File: config.mk
export PLATFORM = sky130hd
export DESIGN_NAME = dma_cycle_seq
export DESIGN_NICKNAME = d
export VERILOG_FILES = /design/src/rtl/dma_seq_pkg.sv /design/src/rtl/dma_seq_ctrl.sv /design/src/rtl/dma_seq_addr.sv /design/src/rtl/dma_seq_strobe.sv /design/src/rtl/dma_cycle_seq.sv
export SDC_FILE = /design/constraint.sdc
export NUM_CORES = 1
export LEC_CHECK = 0
export BUFFER_PORTS_ARGS = -buffer_cell sky130_fd_sc_hd__clkbuf_2
export CORE_MARGIN = 2
export CORE_UTILIZATION = 50
export DETAILED_ROUTE_END_ITERATION = 6
export PLACE_DENSITY = 0.83
export SLEW_MARGIN = 10
export SYNTH_ARGS = -nofsm -noshare
export SYNTH_HDL_FRONTEND = slang
export SYNTH_SLANG_ARGS = --single-unit
File: constraint.sdc
create_clock -name clk -period 3.6 [get_ports clk]
set_clock_uncertainty 0.15 [all_clocks]
set_input_delay 0.36 -clock clk [delete_from_list [all_inputs] [get_ports clk]]
set_output_delay 0.36 -clock clk [all_outputs]
set_load 0.02 [all_outputs]
File: src/rtl/dma_seq_pkg.sv
package dma_seq_pkg;

    typedef enum logic [2:0] {
        S_IDLE = 3'd0,
        S_ADDR = 3'd1,
        S_RD   = 3'd2,
        S_RW   = 3'd3,
        S_REL  = 3'd4,
        S_DONE = 3'd5
    } seq_state_e;

    typedef enum logic [1:0] {
        K_VERIFY = 2'b00,
        K_IO2MEM = 2'b01,
        K_MEM2IO = 2'b10,
        K_RSVD   = 2'b11
    } xfer_kind_e;

    typedef struct packed {
        seq_state_e state;
        xfer_kind_e kind;
        logic       ext;
        logic       last;
    } seq_ctx_t;

endpackage

File: src/rtl/dma_seq_ctrl.sv
module dma_seq_ctrl
    import dma_seq_pkg::*;
(
    input  logic       clk,
    input  logic       rst_n,
    input  logic       start_i,
    input  logic       hold_ack_i,
    input  logic [1:0] kind_i,
    input  logic       ext_wr_i,
    input  logic       last_i,
    output seq_ctx_t   ctx_o,
    output logic       accept_o
);

    seq_ctx_t ctx_d, ctx_q;

    always_comb begin
        ctx_d    = ctx_q;
        accept_o = 1'b0;
        unique case (ctx_q.state)
            S_IDLE: begin
                if (start_i && hold_ack_i) begin
                    accept_o    = 1'b1;
                    ctx_d.state = S_ADDR;
                    ctx_d.kind  = xfer_kind_e'(kind_i);
                    ctx_d.ext   = ext_wr_i;
                    ctx_d.last  = last_i;
                end
            end
            S_ADDR:  ctx_d.state = S_RD;
            S_RD:    ctx_d.state = S_RW;
            S_RW:    ctx_d.state = S_REL;
            S_REL:   ctx_d.state = S_DONE;
            S_DONE:  ctx_d.state = S_IDLE;
            default: ctx_d.state = S_IDLE;
        endcase
    end

    always_ff @(posedge clk) begin
        if (!rst_n) begin
            ctx_q <= '{state: S_IDLE, kind: K_VERIFY, ext: 1'b0, last: 1'b0};
        end else begin
            ctx_q <= ctx_d;
        end
    end

    assign ctx_o = ctx_q;

endmodule

File: src/rtl/dma_seq_addr.sv
module dma_seq_addr
    import dma_seq_pkg::*;
#(
    parameter int ADDR_W = 16,
    parameter int DATA_W = 8
) (
    input  logic              clk,
    input  logic              rst_n,
    input  logic              accept_i,
    input  logic [ADDR_W-1:0] addr_i,
    input  seq_state_e        state_i,
    output logic [DATA_W-1:0] data_o,
    output logic              data_oe_o,
    output logic [DATA_W-1:0] addr_lo_o,
    output logic              addr_stb_o
);

    logic [ADDR_W-1:0] addr_d, addr_q;
    logic [DATA_W-1:0] hi_byte;
    logic              active;
    logic              hi_phase;

    always_comb begin
        addr_d = addr_q;
        if (accept_i) begin
            addr_d = addr_i;
        end
    end

    always_ff @(posedge clk) begin
        if (!rst_n) begin
            addr_q <= '0;
        end else begin
            addr_q <= addr_d;
        end
    end

    assign hi_byte  = DATA_W'(addr_q >> DATA_W);
    assign active   = (state_i != S_IDLE);
    assign hi_phase = (state_i == S_ADDR);

    assign data_o     = hi_phase ? hi_byte : '0;
    assign data_oe_o  = hi_phase;
    assign addr_stb_o = hi_phase;
    assign addr_lo_o  = active ? addr_q[DATA_W-1:0] : '0;

endmodule

File: src/rtl/dma_seq_strobe.sv
module dma_seq_strobe
    import dma_seq_pkg::*;
(
    input  seq_state_e state_i,
    input  xfer_kind_e kind_i,
    input  logic       ext_i,
    output logic       mem_rd_o,
    output logic       mem_wr_o,
    output logic       io_rd_o,
    output logic       io_wr_o
);

    logic rd_win;
    logic wr_win;
    logic to_io;
    logic to_mem;

    always_comb begin
        rd_win = (state_i == S_RD) || (state_i == S_RW);
        wr_win = (state_i == S_RW) || (ext_i && (state_i == S_RD));
        to_io  = (kind_i == K_MEM2IO);
        to_mem = (kind_i == K_IO2MEM);

        mem_rd_o = to_io  && rd_win;
        io_wr_o  = to_io  && wr_win;
        io_rd_o  = to_mem && rd_win;
        mem_wr_o = to_mem && wr_win;
    end

endmodule

File: src/rtl/dma_cycle_seq.sv
module dma_cycle_seq
    import dma_seq_pkg::*;
#(
    parameter int ADDR_W = 16,
    parameter int DATA_W = 8
) (
    input  logic              clk,
    input  logic              rst_n,
    input  logic              start_i,
    input  logic              hold_ack_i,
    input  logic [ADDR_W-1:0] addr_i,
    input  logic [1:0]        kind_i,
    input  logic              ext_wr_i,
    input  logic              last_i,
    output logic [DATA_W-1:0] data_o,
    output logic              data_oe_o,
    output logic [DATA_W-1:0] addr_lo_o,
    output logic              addr_stb_o,
    output logic              addr_en_o,
    output logic              mem_rd_o,
    output logic              mem_wr_o,
    output logic              io_rd_o,
    output logic              io_wr_o,
    output logic              tc_o,
    output logic              done_o
);

    seq_ctx_t ctx;
    logic     accept;

    dma_seq_ctrl u_ctrl (
        .clk        (clk),
        .rst_n      (rst_n),
        .start_i    (start_i),
        .hold_ack_i (hold_ack_i),
        .kind_i     (kind_i),
        .ext_wr_i   (ext_wr_i),
        .last_i     (last_i),
        .ctx_o      (ctx),
        .accept_o   (accept)
    );

    dma_seq_addr #(
        .ADDR_W (ADDR_W),
        .DATA_W (DATA_W)
    ) u_addr (
        .clk        (clk),
        .rst_n      (rst_n),
        .accept_i   (accept),
        .addr_i     (addr_i),
        .state_i    (ctx.state),
        .data_o     (data_o),
        .data_oe_o  (data_oe_o),
        .addr_lo_o  (addr_lo_o),
        .addr_stb_o (addr_stb_o)
    );

    dma_seq_strobe u_strobe (
        .state_i  (ctx.state),
        .kind_i   (ctx.kind),
        .ext_i    (ctx.ext),
        .mem_rd_o (mem_rd_o),
        .mem_wr_o (mem_wr_o),
        .io_rd_o  (io_rd_o),
        .io_wr_o  (io_wr_o)
    );

    assign addr_en_o = (ctx.state != S_IDLE);
    assign tc_o      = ctx.last && (ctx.state != S_IDLE);
    assign done_o    = (ctx.state == S_DONE);

endmodule

[Word level (Yosys, flattened, before mapping)]
Index checks and enable logic that the tools add are counted.
Widths: inputs -> output; s select.
Word-level totals
  flip-flop bits (word level): 23
  word-level logic and storage cells: 31
  output and inout port bits: 25
Operators by class
  equal/unequal tests: 8
  muxes and demuxes: 6
  reductions and logical operators: 12
Operators with widths (count)
  $mux 8: 2
  $pmux 3 s5: 1
  $logic_and 1x1->1: 7
  $mux 7: 1
  $eq 3x2->1 const B: 2
  $eq 3x3->1 const B: 2
  $eq 3x1->1 const B: 1
  $logic_not 3->1: 1
  $reduce_bool 3->1: 1
  $eq 2x1->1 const B: 1
  $eq 2x2->1 const B: 1
  $logic_or 1x1->1: 2
  $mux 1: 2
  $ne 2x1->1 const B: 1
  $reduce_and 2->1: 1

[Logic depth before layout (Yosys ltp)]
Gate-level depths: netlist of run 1.
  depth after elaboration: 4
  mapped depth: 6

[Cells and area by module]
From an unflattened synthesis of run 1, not the netlist that was laid out.
Second synthesis, totals
  cells, all modules: 110
  area total of the unflattened synthesis: 1128.6 µm²
Modules (own cells, without submodules)
  dma_seq_addr: cells each 70, times used 1, area each 758.2 µm²
  dma_seq_ctrl: cells each 32, times used 1, area each 299.0 µm²
  dma_seq_strobe: cells each 5, times used 1, area each 45.0 µm²
  dma_cycle_seq: cells each 3, times used 1, area each 26.3 µm²

[Least setup slack after synthesis of run 1]
OpenSTA, ideal clock, no wires.
  kind: register to output
  start point: register u_ctrl.ctx_q, in the netlist u_ctrl.ctx_o[5]
  end point: output port data_o[0]
  path slack: 1.840 ns
  cell stages (with the launch flop): 4
  arrival: 1.250 ns
  buffers on the path: 1
  path through: dfxtp_1 buf_4 nor3b_2 and2_1
On the way
  cells in the longest elaborated chain, start to end: 2
RTL lines
  start: declaration: RTL line dma_seq_ctrl.sv:15  | seq_ctx_t ctx_d, ctx_q;
  start signal: assignment: RTL line dma_seq_ctrl.sv:41  | ctx_q <= '{state: S_IDLE, kind: K_VERIFY, ext: 1'b0, last: 1'b0};
  start signal: assignment: RTL line dma_seq_ctrl.sv:43  | ctx_q <= ctx_d;
  $eq 3x1->1: RTL line dma_seq_addr.sv:40  | assign hi_phase = (state_i == S_ADDR);
  via addr_stb_o: RTL line dma_cycle_seq.sv:18  | output logic addr_stb_o,
  $mux 8: RTL line dma_seq_addr.sv:42  | assign data_o = hi_phase ? hi_byte : '0;
  end: declaration: RTL line dma_cycle_seq.sv:15  | output logic [DATA_W-1:0] data_o,
The timed path passes the listed nets, and every way through them passes these cells.

[Final worst setup path of run 1]
  start point: register u_ctrl.ctx_q, in the netlist u_ctrl.ctx_o[4]
  end point: output port data_o[7]
On the way
  cells in the longest elaborated chain, start to end: 2
RTL lines (RTL line)
  $eq 3x1->1: dma_seq_addr.sv:40
  $mux 8: dma_seq_addr.sv:42
No other way between the ends.

==> flow_summary_export.csv, run 1 <==
group,metric,value,unit
status,status,"complete, no violations",
timing,fin_crit_sh,0.6131,
logic_synthesis,yosys.area_share.simple,0.3063,
placement,dp_slack,1390,ps
finish,drive_gt1_frac,0.3121,
global_routing,grt_overflow,0,
clock_network,cts_inserted_buffers,3,
timing,rsz0062_at_grt,"false",
clock_network,cts_htree_levels,1,
critical_path,crit_path_cell_trace,"nor3b_2 -> and2_1 -> clkbuf_2",
logic_synthesis,ys_seq_area_frac,0.3983,
placement,placed_area,0.001335,mm2
run,maxCapViolations,0,
global_routing,use_met1,0.2256,
global_routing,antenna_found_initial,0,
global_routing,grt_use_met2,0.3080,
clock_network,clock-sinks,23,
floorplanning,fp.coreArea,0.002191,mm2
placement,io_buffer_count,48,
power,switching_share,0.2897,
drt,drc_errors,0,
critical_path,criticalPathCategory,"flip-flop to primary output",
global_routing,track_usage,0.1804,
global_routing,met3_usage,0.03161,
logic_synthesis,yosys.area.top_type,"dfxtp_1",
logic_synthesis,yosys_warnings,0,
timing,hold_violations,0,
logic_synthesis,ys_types,21,
logic_synthesis,synth_compound_area_frac,0.01840,
power,leakagePower,0.6467,nW
placement,hpwlAfterDp,1716,um
logic_synthesis,synth_commonest_cells,"nand2_1, dfxtp_1, mux2i_1, nor2b_1, and2_1",
clock_network,ctsHoldBuffers,0,
floorplanning,dieArea,0.002713,mm2
drt,firstDrtPassIters,4,
finish,stdcell_area,0.001361,mm2
finish,antenna_cells,0,
finish,fin_nets,198,
floorplanning,num_io_pins,49,
floorplanning,initial_utilization,0.5277,
timing,fin_setup_tns,0,ps
logic_synthesis,synth.top_cell.area_share,0.3983,
power,sequentialPowerShare,0.566,
clock_network,clk_pin_slew,120,ps
hold_path,hp-class,"input pin to flip-flop",
logic_synthesis,synth_area_leaders,"dfxtp_1, mux2i_1, nand2_1",
finish,final_util,0.6214,
drt,vias,984,
logic_synthesis,ys_seq_elements,23,
clock_network,post_cts_buffers,0,
timing,tightest_slew,710.6,ps
critical_path,cp-end-kind,"primary output",
critical_path,cp_num_buf_inv,1,
critical_path,arrival,1700,ps
logic_synthesis,synth_top_flop_cell,"dfxtp_1",
power,irDropWorstVdd,212.2,uV
critical_path,critPathTopFamily,"simple AND/OR/NAND/NOR gates",
finish,area_delta_synth_final,17.75,%
timing,fin_ws,1393,ps
finish,regArea,460.4,um2
clock_network,clockBufferDepth,2,
drt,vias_per_cell,4.896,
logic_synthesis,synth_xor_xnor_area_share,0.007576,
clock_network,clockRootBuffer,"clkbuf_4",
logic_synthesis,synth_top_family_by_area,"simple AND/OR/NAND/NOR gates",
logic_synthesis,synthArstFlopShare,0,
timing,final-setup-viol-count,0,
placement,routabilityCongestion,0.7052,
global_routing,busiest_layer,"met2",
power,p_int,0.0003574,W
timing,max_freq,453.1,MHz
critical_path,worstPathRequired,3090,ps
power,p_comb_frac,0.201,
drt,wl,2281,um
clock_network,clock_latency,300,ps
floorplanning,die_x,52.09,um
floorplanning,dieHeight,52.09,um
logic_synthesis,synth_fa_ha_area_frac,0,
timing,period_needed,2207,ps
timing,whs,118.6,ps
logic_synthesis,syn-cell-area,0.001156,mm2
power,pwr-share-clk,0.233,
logic_synthesis,synth_most_common_cell,"nand2_1",
floorplanning,rows,17,
critical_path,cp-start-kind,"flip-flop",
power,p_sw,0.0001458,W
critical_path,max_stage_delay,510,ps
power,power.density,369.6,mW/mm2
drt,drtIter0Drc,10,
global_routing,grt_pass1_vias,876,
timing,slew-limit-headroom,0.5263,
global_routing,grt_max_degree,42,
drt,wire_per_inst,11.35,um
logic_synthesis,synth-edff-count,0,
global_routing,grt_pass1_wl,3691,um
timing,final-max-slew-violation-count,0,
critical_path,cp_max_fo,10,
finish,fill_cells,207,
logic_synthesis,syn_area_per_cell,8.693,um2
clock_network,ctsResizeCount,0,
critical_path,slowest_stage,"nor3b_2",
drt,postRouteAntennaNets,0,
logic_synthesis,synthMuxAreaShare,0.1732,
clock_network,cts_tree,"built",
logic_synthesis,netlist_instances,133,
logic_synthesis,syn_nets,157,
finish,multiInputGateArea,584.3,um2
[placed cells by master, fill, tap and decap left out, types with 2 or more instances in the layout]
cell,n
and2_1,8
and3b_1,3
clkbuf_2,48
clkbuf_4,3
dfxtp_1,23
inv_1,2
mux2i_1,20
nand2_1,41
nor2_1,2
nor2b_1,12
[final timing paths]
kind | from | endpoint | cells past startpoint | slack, ps
max | u_ctrl.ctx_o[4]$_SDFFE_PN0P_ | data_o[7] | 3 | 1390
min | addr_i[15] | u_addr.addr_q[15]$_SDFFE_PN0P_ | 3 | 120
max reg2reg | u_ctrl.ctx_o[6]$_SDFFE_PN0P_ | u_addr.addr_q[3]$_SDFFE_PN0P_ | 4 | 1400
min reg2reg | u_addr.addr_q[13]$_SDFFE_PN0P_ | u_addr.addr_q[13]$_SDFFE_PN0P_ | 2 | 310
[routing by layer]
metal	wire (um)	vias to the layer above	share of wire
met5	0	-	0
met2	1157	24	0.51
met3	115	2	0.050
met1	992	459	0.43
li1	-	499	-
met4	16	0	0.0070
[cells by family (layout without fill, tap and decap cells)]
family                    Yosys count  count (layout)
buffers and inverters              15              55
xor gates and xnor gates            1               1
muxes                              20              20
DFF                                23              23
and+or+nand+nor                    71              71
AOI/OAI and AO/OA                   3               3
[worst min-delay path: stages]
cell and delay (ps):
clkbuf_2 80, nand2_1 40, mux2i_1 60
[final cells by class]
type | instances | area share
flip-flops and latches | 23 | 0.3382
multi-input cells | 95 | 0.4292
inverters | 2 | 0.005515
clock buffers | 4 | 0.01930
repair buffers | 49 | 0.1820
well taps | 28 | 0.02574
[flip-flops by register name, indices dropped and copies added, names as in the netlist]
signal         cells
u_addr.addr_q     16
u_ctrl.ctx_o       7
[power by group through the flow]
stage | clock [W] | sequential [W] | combinational, W
global route | 0.000133 | 0.000287 | 0.000112
finish | 0.000117 | 0.000285 | 0.000101
detailed placement | 0 | 0.000290 | 0.000103
floorplan | 0 | 0.000282 | 0.0000909
CTS | 0.000119 | 0.000285 | 0.000103
global placement | 0 | 0.000289 | 0.0000987
[stage by stage]
| step | instances | power (W) |
|---|---|---|
| 6_report | 201 | 0.0005031 |
| 5_1_grt | 201 | 0.0005319 |
| 4_1_cts | 201 | 0.0005066 |
| 3_5_place_dp | 197 | 0.0003929 |
| 3_3_place_gp | 197 | 0.0003872 |
| 2_1_floorplan | 133 | 0.0003731 |
Note: power is estimated with default switching activity, not from simulation.
==> inputs of run 2 (changes only) <==
- CORE_UTILIZATION: 50 -> 46
- PLACE_DENSITY: 0.83 -> 0.77
- clock period: 3.6 -> 2.18 ns (I/O delays scaled with it)
==> run 2 against run 1 <==
  * Hold slack worse by 91 ps
  * First-iteration DRC count is 30% lower
  * Register-to-register slack lost 920 ps
  * Wire length rose by 18%
  * Combinational power increased by 100%
==> flow_summary_export.csv, run 2 (synthesis gave the netlist of run 1 again) <==
group,metric,value,unit
critical_path,worstPathRequired,1810,ps
critical_path,reg2reg_slack,480,ps
finish,final_common_cell,"clkbuf_2",
critical_path,slowest_stage,"dfxtp_1",
global_routing,track_usage,0.1935,
critical_path,arrival,1570,ps
power,power.density,557.3,mW/mm2
clock_network,clock_latency,300,ps
hold_path,hp-class,"input pin to flip-flop",
power,irDropWorstVdd,372.6,uV
drt,drtIter0Drc,7,
timing,period_needed,1939,ps
finish,regMostFlops,"u_addr.addr_q",
critical_path,crit_path_cell_trace,"nor3b_4 -> and2_1 -> clkbuf_2",
clock_network,clock-sinks,23,
placement,dp_slack,488.0,ps
floorplanning,initial_utilization,0.4753,
drt,firstDrtPassIters,3,
clock_network,clockBufferDepth,2,
finish,fin_nets,219,
timing,tightest_slew,430.7,ps
placement,routabilityCongestion,0.7013,
timing,rsz0062_at_grt,"false",
clock_network,post_cts_buffers,0,
finish,regArea,460.4,um2
floorplanning,dieArea,0.002930,mm2
timing,fin_setup_tns,0,ps
global_routing,use_met1,0.2239,
power,finalPower,0.0008800,W
critical_path,crit_end,"data_o[7]",
finish,antenna_cells,0,
placement,hpwlAfterDp,1695,um
global_routing,antenna_found_initial,0,
timing,max_freq,515.7,MHz
drt,drc_errors,0,
drt,postRouteAntennaNets,0,
timing,whs,27.80,ps
global_routing,grt_use_met2,0.3434,
critical_path,cp-end-kind,"primary output",
critical_path,cp-start-kind,"flip-flop",
global_routing,met3_usage,0.03611,
run,maxCapViolations,0,
finish,multiInputGateArea,590.6,um2
finish,final_cell_mix,"clkbuf_2, nand2_1, dfxtp_1",
clock_network,clockRootBuffer,"clkbuf_4",
finish,final_util,0.6492,
timing,hold_violations,0,
drt,vias_per_cell,4.683,
finish,drive_gt1_frac,0.2938,
critical_path,r2r-start,"u_ctrl.ctx_o[6]$_SDFFE_PN0P_",
placement,io_buffer_count,48,
global_routing,grt_overflow,0,
critical_path,cp_max_fo,10,
floorplanning,dieHeight,54.13,um
drt,vias,1049,
critical_path,reg2reg_to,"u_ctrl.ctx_o[0]$_SDFFE_PN0P_",
finish,largest_register_ffs,16,
timing,final-setup-viol-count,0,
timing,fin_ws,240.7,ps
clock_network,cts_htree_levels,1,
global_routing,grt_max_degree,27,
global_routing,grt_pass1_vias,893,
critical_path,worstRegToRegCells,4,
timing,slew-limit-headroom,0.7054,
timing,final-max-slew-violation-count,0,
floorplanning,rows,18,
drt,wire_per_inst,11.99,um
status,status,"complete, no violations",
critical_path,max_stage_delay,500,ps
timing,fin_crit_sh,0.8896,
global_routing,grt_pass1_wl,3933,um
floorplanning,die_x,54.13,um
clock_network,cts_tree,"built",
drt,wl,2686,um
global_routing,busiest_layer,"met2",
power,leakagePower,0.7329,nW
floorplanning,fp.coreArea,0.002432,mm2
floorplanning,num_io_pins,49,
finish,fill_cells,206,
critical_path,criticalPathCategory,"flip-flop to primary output",
critical_path,critical_path.startpoint,"u_ctrl.ctx_o[4]$_SDFFE_PN0P_",
finish,area_delta_synth_final,36.58,%
clock_network,clk_pin_slew,120,ps
clock_network,cts_inserted_buffers,3,
## run 2: cell type report
type,instances,share of cell area
Multi-Input combinational cell,95,0.3740
Inverter,2,0.004754
Clock inverter,1,0.004754
Sequential cell,23,0.2916
Timing Repair Buffer,70,0.2868
Clock buffer,3,0.01426
Tap cell,30,0.02377
## run 2: stage by stage
stage / area, um2 / std cells
floorplan: 1156 / 133
global placement: 1353 / 201
detailed placement: 1353 / 201
CTS: 1573 / 224
global route: 1579 / 224
finish: 1579 / 224
## run 2: power by group
group / switching, W / total (W) / internal, W
registers: 0.0000229 / 0.000471 / 0.000448
clock network: 0.000133 / 0.000203 / 0.0000700
logic: 0.000106 / 0.000206 / 0.000100
## run 2: routing by layer
metal	vias up	routed length, um
met4	0	37
met3	6	90
li1	542	-
met2	20	1480
met1	481	1077
met5	-	0
## run 2: worst min-delay path by stage
stage	depth (start not counted)	to	slack (ps)	start
6_report	3	u_ctrl.ctx_o[0]$_SDFFE_PN0P_	30	last_i
5_1_grt	3	u_ctrl.ctx_o[0]$_SDFFE_PN0P_	20	last_i
4_1_cts	3	u_ctrl.ctx_o[0]$_SDFFE_PN0P_	20	last_i
3_5_place_dp	2	u_addr.addr_q[7]$_SDFFE_PN0P_	290	u_addr.addr_q[7]$_SDFFE_PN0P_
3_3_place_gp	2	u_addr.addr_q[2]$_SDFFE_PN0P_	290	u_addr.addr_q[2]$_SDFFE_PN0P_
2_1_floorplan	2	u_addr.addr_q[0]$_SDFFE_PN0P_	210	addr_i[0]
## run 2: critical path, delay by kind of cell (launching register included)
family	cells	cell delay (ps)
buffers and inverters	1	170
flip-flops	1	500
AND/OR/NAND/NOR	2	600
## run 2: what timing repair did
item                                   CTS  global route
hold buffers                            19             0
setup endpoints to repair                0             3
endpoints found under the hold margin   19             0
gates resized for setup                  0             1
